[config.mk]
export PLATFORM = sky130hd
export DESIGN_NAME = loc_traffic_gen
export DESIGN_NICKNAME = d
export VERILOG_FILES = /design/src/rtl/tg_pkg.sv /design/src/rtl/tg_lfsr.sv /design/src/rtl/tg_dest_check.sv /design/src/rtl/tg_flit_sender.sv /design/src/rtl/loc_traffic_gen.sv
export SDC_FILE = /design/constraint.sdc
export NUM_CORES = 1
export LEC_CHECK = 0
export ABC_AREA = 1
export BUFFER_PORTS_ARGS = -buffer_cell sky130_fd_sc_hd__buf_2
export CELL_PAD_IN_SITES_DETAIL_PLACEMENT = 0
export CELL_PAD_IN_SITES_GLOBAL_PLACEMENT = 1
export CORE_ASPECT_RATIO = 1.75
export CORE_MARGIN = 4
export CORE_UTILIZATION = 41
export CTS_BUF_LIST = sky130_fd_sc_hd__clkbuf_4 sky130_fd_sc_hd__clkbuf_8
export DETAILED_ROUTE_END_ITERATION = 7
export GPL_TIMING_DRIVEN = 0
export PLACE_DENSITY_LB_ADDON = 0.2
export SYNTH_ARGS = -nofsm -noshare
export SYNTH_HDL_FRONTEND = slang
export SYNTH_SLANG_ARGS = --single-unit
[constraint.sdc]
create_clock -name clk -period 7.6 [get_ports clk]
set_input_delay 1.9 -clock clk [delete_from_list [all_inputs] [get_ports clk]]
set_output_delay 1.9 -clock clk [all_outputs]
set_load 0.02 [all_outputs]
[src/rtl/tg_pkg.sv]
`timescale 1ns/1ps
package tg_pkg;
  typedef enum logic [1:0] {
    TG_IDLE = 2'd0,
    TG_DRAW = 2'd1,
    TG_SEND = 2'd2
  } tg_state_e;
endpackage

[src/rtl/tg_lfsr.sv]
`timescale 1ns/1ps
module tg_lfsr #(
  parameter int          W    = 16,
  parameter logic [15:0] TAPS = 16'hB400,
  parameter logic [15:0] SEED = 16'hACE1
) (
  input  logic         clk,
  input  logic         rst_n,
  output logic [W-1:0] state
);
  localparam logic [W-1:0] TAPS_W = W'(TAPS);
  localparam logic [W-1:0] SEED_W = (W'(SEED) == '0) ? W'(1) : W'(SEED);

  always_ff @(posedge clk) begin
    if (!rst_n) state <= SEED_W;
    else if (state[0]) state <= (state >> 1) ^ TAPS_W;
    else state <= state >> 1;
  end

  // the generator must never lock up in the zero state
  a_r10_lfsr_live: assert property (@(posedge clk) disable iff (!rst_n)
    state != '0);
  // advances every cycle
  a_r10_lfsr_moves: assert property (@(posedge clk) disable iff (!rst_n)
    rst_n && $past(rst_n) |-> !$stable(state));
endmodule

[src/rtl/tg_dest_check.sv]
`timescale 1ns/1ps
module tg_dest_check #(
  parameter int CW     = 3,
  parameter int MESH_X = 8,
  parameter int MESH_Y = 8,
  parameter int SRC_X  = 0,
  parameter int SRC_Y  = 0
) (
  input  logic [CW-1:0] cand_x,
  input  logic [CW-1:0] cand_y,
  input  logic          want_local,
  output logic          accept
);
  localparam logic [CW-1:0] SXL = CW'(SRC_X);
  localparam logic [CW-1:0] SYL = CW'(SRC_Y);

  logic [CW:0] dx, dy, hops;
  logic        in_mesh;

  always_comb begin
    dx      = (cand_x >= SXL) ? {1'b0, cand_x - SXL} : {1'b0, SXL - cand_x};
    dy      = (cand_y >= SYL) ? {1'b0, cand_y - SYL} : {1'b0, SYL - cand_y};
    hops    = dx + dy;
    in_mesh = (32'(cand_x) < MESH_X) && (32'(cand_y) < MESH_Y);
    if (want_local) accept = in_mesh && (hops == (CW+1)'(1));
    else            accept = in_mesh && (hops > (CW+1)'(1));
  end
endmodule

[src/rtl/tg_flit_sender.sv]
`timescale 1ns/1ps
module tg_flit_sender #(
  parameter int FLIT_W    = 32,
  parameter int MSG_FLITS = 64,
  parameter int CW        = 3,
  parameter int SRC_X     = 0,
  parameter int SRC_Y     = 0
) (
  input  logic              clk,
  input  logic              rst_n,
  input  logic              start,
  input  logic [CW-1:0]     dest_x,
  input  logic [CW-1:0]     dest_y,
  input  logic              out_ready,
  output logic              out_valid,
  output logic [FLIT_W-1:0] out_data,
  output logic              out_head,
  output logic              out_last,
  output logic              done
);
  localparam int IDX_W = $clog2(MSG_FLITS);
  localparam logic [IDX_W-1:0] LAST_IDX = IDX_W'(MSG_FLITS - 1);
  localparam logic [CW-1:0] SXL = CW'(SRC_X);
  localparam logic [CW-1:0] SYL = CW'(SRC_Y);

  logic             active;
  logic [IDX_W-1:0] idx;
  logic [CW-1:0]    dx_q, dy_q;
  logic             xfer;

  assign xfer = active && out_ready;

  always_ff @(posedge clk) begin
    if (!rst_n) begin
      active <= 1'b0;
      idx    <= '0;
      dx_q   <= '0;
      dy_q   <= '0;
    end else if (start && !active) begin
      active <= 1'b1;
      idx    <= '0;
      dx_q   <= dest_x;
      dy_q   <= dest_y;
    end else if (xfer) begin
      if (idx == LAST_IDX) begin
        active <= 1'b0;
        idx    <= '0;
      end else begin
        idx <= idx + 1'b1;
      end
    end
  end

  assign out_valid = active;
  assign out_head  = active && (idx == '0);
  assign out_last  = active && (idx == LAST_IDX);
  assign done      = xfer && (idx == LAST_IDX);

  always_comb begin
    if (idx == '0) out_data = FLIT_W'({SYL, SXL, dy_q, dx_q});
    else           out_data = FLIT_W'({SYL, SXL, idx});
  end

  // a stalled flit stays presented
  a_r6_valid_held: assert property (@(posedge clk) disable iff (!rst_n)
    out_valid && !out_ready |=> out_valid);
  // and its contents do not change
  a_r6_data_held: assert property (@(posedge clk) disable iff (!rst_n)
    out_valid && !out_ready |=> $stable(out_data) && $stable(out_head));
  // a gap cycle follows the final accepted flit
  a_r5_gap_after_last: assert property (@(posedge clk) disable iff (!rst_n)
    done |=> !out_valid);
  // no new message is launched over an active one
  a_r5_no_overlap: assert property (@(posedge clk) disable iff (!rst_n)
    start |-> !active);
endmodule

[src/rtl/loc_traffic_gen.sv]
`timescale 1ns/1ps
module loc_traffic_gen #(
  parameter int          MESH_X    = 8,
  parameter int          MESH_Y    = 8,
  parameter int          CW        = 3,
  parameter int          SRC_X     = 0,
  parameter int          SRC_Y     = 0,
  parameter int          MSG_FLITS = 64,
  parameter int          FLIT_W    = 32,
  parameter int          FRAC_W    = 8,
  parameter int          LFSR_W    = 16,
  parameter logic [15:0] LFSR_TAPS = 16'hB400,
  parameter logic [15:0] LFSR_SEED = 16'hACE1
) (
  input  logic              clk,
  input  logic              rst_n,
  input  logic [FRAC_W:0]   load_frac,
  input  logic [FRAC_W:0]   local_frac,
  input  logic              out_ready,
  output logic              out_valid,
  output logic [FLIT_W-1:0] out_data,
  output logic              out_head,
  output logic              out_last
);
  import tg_pkg::*;

  localparam int CAND_LO = LFSR_W - 2*CW;

  tg_state_e         state;
  logic [LFSR_W-1:0] rnd;
  logic [FRAC_W-1:0] r_load, r_class;
  logic [CW-1:0]     cand_x, cand_y;
  logic              want_local_q;
  logic              cand_ok, start, done;

  tg_lfsr #(.W(LFSR_W), .TAPS(LFSR_TAPS), .SEED(LFSR_SEED)) u_lfsr (
    .clk(clk), .rst_n(rst_n), .state(rnd)
  );

  assign r_load  = rnd[FRAC_W-1:0];
  assign r_class = rnd[2*FRAC_W-1:FRAC_W];
  assign cand_x  = rnd[CAND_LO +: CW];
  assign cand_y  = rnd[CAND_LO+CW +: CW];

  tg_dest_check #(
    .CW(CW), .MESH_X(MESH_X), .MESH_Y(MESH_Y), .SRC_X(SRC_X), .SRC_Y(SRC_Y)
  ) u_check (
    .cand_x(cand_x), .cand_y(cand_y), .want_local(want_local_q), .accept(cand_ok)
  );

  assign start = (state == TG_DRAW) && cand_ok;

  always_ff @(posedge clk) begin
    if (!rst_n) begin
      state        <= TG_IDLE;
      want_local_q <= 1'b0;
    end else begin
      case (state)
        TG_IDLE: if ({1'b0, r_load} < load_frac) begin
          state        <= TG_DRAW;
          want_local_q <= ({1'b0, r_class} < local_frac);
        end
        TG_DRAW: if (cand_ok) state <= TG_SEND;
        TG_SEND: if (done) state <= TG_IDLE;
        default: state <= TG_IDLE;
      endcase
    end
  end

  tg_flit_sender #(
    .FLIT_W(FLIT_W), .MSG_FLITS(MSG_FLITS), .CW(CW), .SRC_X(SRC_X), .SRC_Y(SRC_Y)
  ) u_send (
    .clk(clk), .rst_n(rst_n), .start(start), .dest_x(cand_x), .dest_y(cand_y),
    .out_ready(out_ready), .out_valid(out_valid), .out_data(out_data),
    .out_head(out_head), .out_last(out_last), .done(done)
  );

  // independent distance of the presented header against the source
  logic [CW-1:0] hx, hy;
  logic [CW:0]   hdist;
  assign hx = out_data[CW-1:0];
  assign hy = out_data[2*CW-1:CW];
  assign hdist = ((hx > CW'(SRC_X)) ? {1'b0, hx} - (CW+1)'(SRC_X) : (CW+1)'(SRC_X) - {1'b0, hx})
               + ((hy > CW'(SRC_Y)) ? {1'b0, hy} - (CW+1)'(SRC_Y) : (CW+1)'(SRC_Y) - {1'b0, hy});

  // local class lands one hop away
  a_r3_local_hop: assert property (@(posedge clk) disable iff (!rst_n)
    out_valid && out_head && want_local_q |-> hdist == (CW+1)'(1));
  // remote class is neither the source nor a neighbour
  a_r4_remote_hop: assert property (@(posedge clk) disable iff (!rst_n)
    out_valid && out_head && !want_local_q |-> hdist > (CW+1)'(1));
  // zero load never leaves idle
  a_r2_zero_load: assert property (@(posedge clk) disable iff (!rst_n)
    state == TG_IDLE && load_frac == '0 |=> state == TG_IDLE);
  // source fields of the header follow the parameters
  a_r7_src_fields: assert property (@(posedge clk) disable iff (!rst_n)
    out_valid && out_head |-> out_data[4*CW-1:2*CW] == {CW'(SRC_Y), CW'(SRC_X)});
endmodule

* After elaboration in Yosys (flattened, before gate mapping)
Cells that the tools add are included.
** Operators by class
- Reduce and logical (&&, ||, !) cells :: 15
- Muxes and demuxes :: 13
- Bitwise logic cells :: 2
- $lt $le $gt $ge :: 5
- Equal/unequal tests :: 7
- $add $sub $neg :: 4
** Operator list (number)
- less-than comparator 8 x 9 -> 1 bit :: 2
- 2-to-1 mux 16 bit :: 1
- 2-to-1 mux 6 bit :: 2
- adder 6 x 1 -> 6 bit (second input constant) :: 1
- equality test 6 bit (second input constant) :: 1
- greater-or-equal comparator 3 x 1 -> 1 bit (second input constant) :: 2
- logical AND 1 bit :: 6
- zero test 6 bit :: 1
- 2-to-1 mux 2 bit :: 3
- 2-to-1 mux 3 bit :: 2
- inequality test 2 bit (second input constant) :: 3
- case mux 2 bit (3 select lines) :: 1
- subtractor 1 x 3 -> 3 bit (first input constant) :: 2
- adder 4 bit :: 1
- equality test 4 x 1 -> 1 bit (second input constant) :: 1
- > comparator 4 x 1 -> 1 bit (second input constant) :: 1
- 2-to-1 mux 1 bit :: 4
- inverter 3 -> 4 bit :: 1
- AND reduction 2 bit :: 2
- nonzero test 2 bit :: 2
- AND reduction 3 bit :: 1
- equality test 2 x 1 -> 1 bit (second input constant) :: 1
- equality test 2 bit (second input constant) :: 1
- zero test 2 bit :: 1
- other kinds (3) :: 3
** Word-level totals
- Flip-flop bits (word level) :: 32

* Logic depth before layout (Yosys ltp)
- Depth in word-level cells :: 9
- Gate-level depth with buffers :: 16

* By module
A second synthesis with hierarchy kept.
** Unflattened totals
- Cell total of the unflattened synthesis :: 332
- Area total of the unflattened synthesis :: 2274.7 um^2
** Modules (own cells, without submodules)
- tg_flit_sender :: cells each 122, area an instance 873.3 um^2, times used 1
- loc_traffic_gen :: cells each 108, area an instance 618.1 um^2, times used 1
- tg_lfsr :: cells each 56, area an instance 511.7 um^2, times used 1
- tg_dest_check :: cells each 46, area an instance 271.5 um^2, times used 1

* Worst setup path before layout
Ideal clock, no wire load.
- Path kind :: register to output
- Start :: reg u_send.active (netlist: u_send.out_valid)
- End :: out out_last
- Cell stages (with the launch flop) :: 3
- Path slack :: 4.369 ns
- Required time :: 5.700 ns
- Data arrival time :: 1.331 ns
- Path buffers :: 0
- Path through :: dfxtp_1 > inv_1 > nor4_1
** On the way
- Cells in the longest elaborated chain, start to end :: 1
** Ends and longest elaborated chain
- start: declaration :: RTL line tg_flit_sender.sv:26 : logic active;
- start signal: assignment :: RTL line tg_flit_sender.sv:35 : active <= 1'b0;
- start signal: assignment :: RTL line tg_flit_sender.sv:40 : active <= 1'b1;
- start signal: assignment :: RTL line tg_flit_sender.sv:46 : active <= 1'b0;
- logical AND 1 bit :: RTL line tg_flit_sender.sv:56 : assign out_last = active && (idx == LAST_IDX);
- end: declaration :: RTL line loc_traffic_gen.sv:23 : output logic out_last
Every way passes these cells.

* Worst setup path in the final report
- Start :: reg u_send.idx[1]
- End :: out out_data[1]
** On the way
- Cells in the longest elaborated chain, start to end :: 2
** Ends and longest elaborated chain
- start: declaration :: RTL line tg_flit_sender.sv:27 : logic [IDX_W-1:0] idx;
- start signal: assignment :: RTL line tg_flit_sender.sv:49 : idx <= idx + 1'b1;
- zero test 6 bit :: RTL line tg_flit_sender.sv:60 : if (idx == '0) out_data = FLIT_W'({SYL, SXL, dy_q, dx_q});
- 2-to-1 mux 6 bit (*) :: RTL line tg_flit_sender.sv:60
- end: declaration :: RTL line loc_traffic_gen.sv:21 : output logic [FLIT_W-1:0] out_data,
Every way passes the cells marked *; elsewhere a longest branch is shown, timed or not.

==> summary.md <==
| Metric | Value |
|---|---|
| Crit-path max FO | `9` |
| Avg WL per Cell | `10.3 um` |
| CTS Hold Bufs | `0` |
| Core ar. | `4930 um2` |
| First-pass GRT wire length | `6.74 mm` |
| Netlist Area Pre-Place | `2070 um2` |
| Critical path capture point type | `output port` |
| Violation count after the first detailed-routing iteration | `62` |
| Number of global-route vias before repair | `1590` |
| Post-detailed-route DRC marker count | `0` |
| Clock Pin Slew Worst Setup and Hold Paths | `60 ps` |
| Sequential fraction of the synthesis area | `30.9%` |
| Post-CTS repair timing setup buffer count | `0` |
| Ratio of cells with drive above 1 in the final layout | `21.5%` |
| Required time at the endpoint of the critical path | `5700 ps` |
| Largest buffer count on any clock path | `2` |
| Critical path buffers and inverters | `2` |
| Synthesized area divided by synthesized cell count | `7.17 um2` |
| Width of the die | `61.7 um` |
| Count of cell types in the netlist | `30` |
| Family with the most delay on the worst path | `flip-flops` |
| Final hold violation count | `0` |
| Worst clock skew | `3.71 ps` |
| Non-filler instance count after layout | `403` |
| Total of flip-flops plus latches after synthesis | `32` |
| Cell with the largest stage delay on the worst path | `sky130_fd_sc_hd__dfxtp_1` |
| WS Path Type | `flop to output port` |
| Hold Crit Class | `flop to flop` |
| Final weighted congestion in routability-driven placement | `0.813` |
| Cell type with the highest aggregate area in the netlist | `sky130_fd_sc_hd__dfxtp_1` |
| Port Buffers | `28` |
| Net count, final | `394` |
| CTS tree | `built` |
| Maximum Capacitance Violations | `0` |
| Warnings from Yosys | `0` |
| P_leak | `1.42 nW` |
| Final Max Tran Viols | `0` |
| Critical R2R Launch | `u_lfsr.state[13]` |
| Proportion of register bits with asynchronous set or reset after synthesis | `0%` |
| Terminus of the critical flop-to-flop path | `u_send.dy_q[2]` |
| Maximum resistive drop on vdd | `0.192 mV` |
| Effective utilization at floorplan | `42.0%` |
| Most common flop cell mapped by yosys | `sky130_fd_sc_hd__dfxtp_1` |
| Detailed-router iteration count before antenna repair | `4` |
| Worst path cell trace | `inv_1 -> ha_1 -> nand3_1 -> o21ai_0 -> buf_2` |
| Element type at the critical path start | `flop` |
| Worst hold start | `u_lfsr.state[9]` |
| Detailed Place HPWL | `3.48 mm` |
| Number of instances resized during post-cts repair | `0` |
| Number of H-tree levels | `2` |
| Top-level port count | `56` |
| Final Worst Setup Slack | `4150 ps` |
| Total Wirelength | `4.14 mm` |
| Final setup TNS | `0 ps` |
| Area growth from synthesis to layout | `19.2%` |
| Area of the die | `6300 um2` |
| Count leader, synth | `sky130_fd_sc_hd__nand2_1` |
| Cell types with the highest counts after synthesis | `sky130_fd_sc_hd__nand2_1 (61), sky130_fd_sc_hd__inv_1 (54), sky130_fd_sc_hd__dfxtp_1 (32)` |
| Number of antenna violations at the first check in global routing | `0` |
| Number of inserted diodes | `0` |
| Hold-critical path endpoint | `u_lfsr.state[8]` |
| Num CTS Buffers | `5` |
| Total power after layout | `496 uW` |
| Internal reg-to-reg setup slack | `4630 ps` |
| Status | `complete, no violations` |
| Top cells by area in the synthesized netlist | `sky130_fd_sc_hd__dfxtp_1 (31%), sky130_fd_sc_hd__ha_1 (14%), sky130_fd_sc_hd__nand2_1 (11%), sky130_fd_sc_hd__inv_1 (9.8%), sky130_fd_sc_hd__buf_4 (9.4%)` |
| Unrepaired setup endpoints after global routing | `no` |
| Sink count of the clock tree | `32` |
| Post-synth EDFFs | `0` |
| Setup violations, final | `0` |
| Y dimension of the die | `102 um` |
| Vias per inst | `4.32` |
| Critical path's largest stage delay | `360 ps` |
| DP Worst Slack | `4430 ps` |
| Worst Max-Slew Pin Slew | `566 ps` |
| Final antenna-violating net count | `0` |
| Largest net degree at the start of global routing | `11` |
| Maximum achievable frequency | `290 MHz` |
| CTS Root Cell | `sky130_fd_sc_hd__clkbuf_8` |
| Cell depth of the worst hold path | `2` |
| Skew-Pair Late Insertion Delay | `280 ps` |
| Vias | `1742` |
| Register-to-Register Path Depth | `15` |
| Final cycle utilization of the critical path | `45.4%` |
| GRT Residual Overflow | `0` |
| Area fraction of the dominant cell type after synthesis | `30.9%` |
| Post-route core utilization | `50.0%` |
| Placed instance count | `396` |
| Worst slew margin | `62.0%` |
| Final Critical Period | `3450 ps` |
| Total power density per cell area | `201 nW/um2` |
| Signal arrival time at the worst endpoint | `1550 ps` |
| Cell count after synthesis | `289` |
| Site row count | `34` |
| Global-route usage over all layers | `14.5%` |
[layer usage]
layer  global-route usage (%)  share of wire (%)
met5                        0                  0
met4                     6.86                2.4
met3                     3.03                4.5
met2                     26.4                 55
met1                     15.1                 38
[tightest hold or removal path, delay by kind of cell, from the launching register on]
kind	cells	cell delay, ps
flops	1	310
buf+inv	1	30
simple gates	1	60
[where the power goes]
group,total [mW],leakage (nW),switching (mW),internal (mW)
sequential,0.198,0.264,0.0110,0.187
combinational,0.158,1.11,0.0965,0.0617
clock,0.139,0.0503,0.0589,0.0806
total,0.496,1.42,0.166,0.330
[kinds of logic (layout without fill, tap and decap cells)]
| logic type | after synthesis | after routing | share of synthesized area [%] |
|---|---|---|---|
| AOI/OAI and AO/OA | 35 | 35 | 9.55 |
| xor gates and xnor gates | 2 | 2 | 0.846 |
| adders and majority gates | 24 | 24 | 14.9 |
| buffers and inverters | 87 | 122 | 21.0 |
| DFF | 32 | 32 | 30.9 |
| other | 1 | 26 | 0.181 |
| and+or+nand+nor | 108 | 108 | 22.7 |
[layout by cell type (no fill, tap or decap)]
cell type and count:
sky130_fd_sc_hd__o41ai_1 2, sky130_fd_sc_hd__a22oi_1 1, sky130_fd_sc_hd__inv_1 54, sky130_fd_sc_hd__buf_6 1
sky130_fd_sc_hd__o21a_1 2, sky130_fd_sc_hd__nand3_2 1, sky130_fd_sc_hd__buf_4 26, sky130_fd_sc_hd__o21ai_0 12
sky130_fd_sc_hd__nand2_2 1, sky130_fd_sc_hd__nor3_1 2, sky130_fd_sc_hd__xor2_1 2, sky130_fd_sc_hd__nand4_4 1
sky130_fd_sc_hd__buf_2 30, sky130_fd_sc_hd__or2_2 4, sky130_fd_sc_hd__nand3_1 8, sky130_fd_sc_hd__ha_1 23
sky130_fd_sc_hd__nor2_1 24, sky130_fd_sc_hd__or2_0 1, sky130_fd_sc_hd__fa_1 1, sky130_fd_sc_hd__nor2_2 3
sky130_fd_sc_hd__nor4_1 1, sky130_fd_sc_hd__o21bai_1 1, sky130_fd_sc_hd__conb_1 26, sky130_fd_sc_hd__dfxtp_1 32
sky130_fd_sc_hd__clkbuf_8 7, sky130_fd_sc_hd__o31ai_1 2, sky130_fd_sc_hd__clkinv_1 3, sky130_fd_sc_hd__inv_2 1
sky130_fd_sc_hd__a21oi_1 15, sky130_fd_sc_hd__nand4_1 1, sky130_fd_sc_hd__nand2_1 61
[flip-flops by register name, summed over array words and instances (netlist names)]
register and count:
u_lfsr.state 16, state 2, want_local_q 1, u_send.dy_q 3, u_send.idx 6, u_send.out_valid 1, u_send.dx_q 3
[cell type report]
type	count	area, um2
flip-flops and latches	32	641
clock buffers	7	96.3
multi-input cells	195	1090
fillers	532	2470
inverters	58	218
well taps	54	67.6
repair buffers	28	140
plain buffers	29	216
[worst max path at each step]
stage                           startpoint     endpoint  cells after the start
final                        u_send.idx[1]  out_data[1]                      5
after global routing         u_send.idx[0]  out_data[3]                      5
after CTS                    u_send.idx[0]  out_data[1]                      5
after detailed placement     u_send.idx[0]  out_data[1]                      5
after global placement       u_send.idx[0]  out_data[1]                      5
after floorplan           u_send.out_valid     out_last                      2
[metrics by stage]
| step | instance area (um2) | hold WS, ps |
|---|---|---|
| floorplan | 2160 | 417 |
| global placement | 2370 | 430 |
| detailed placement | 2370 | 435 |
| CTS | 2470 | 443 |
| global route | 2470 | 469 |
| finish | 2470 | 443 |
Power figures use the tool's default switching activity.
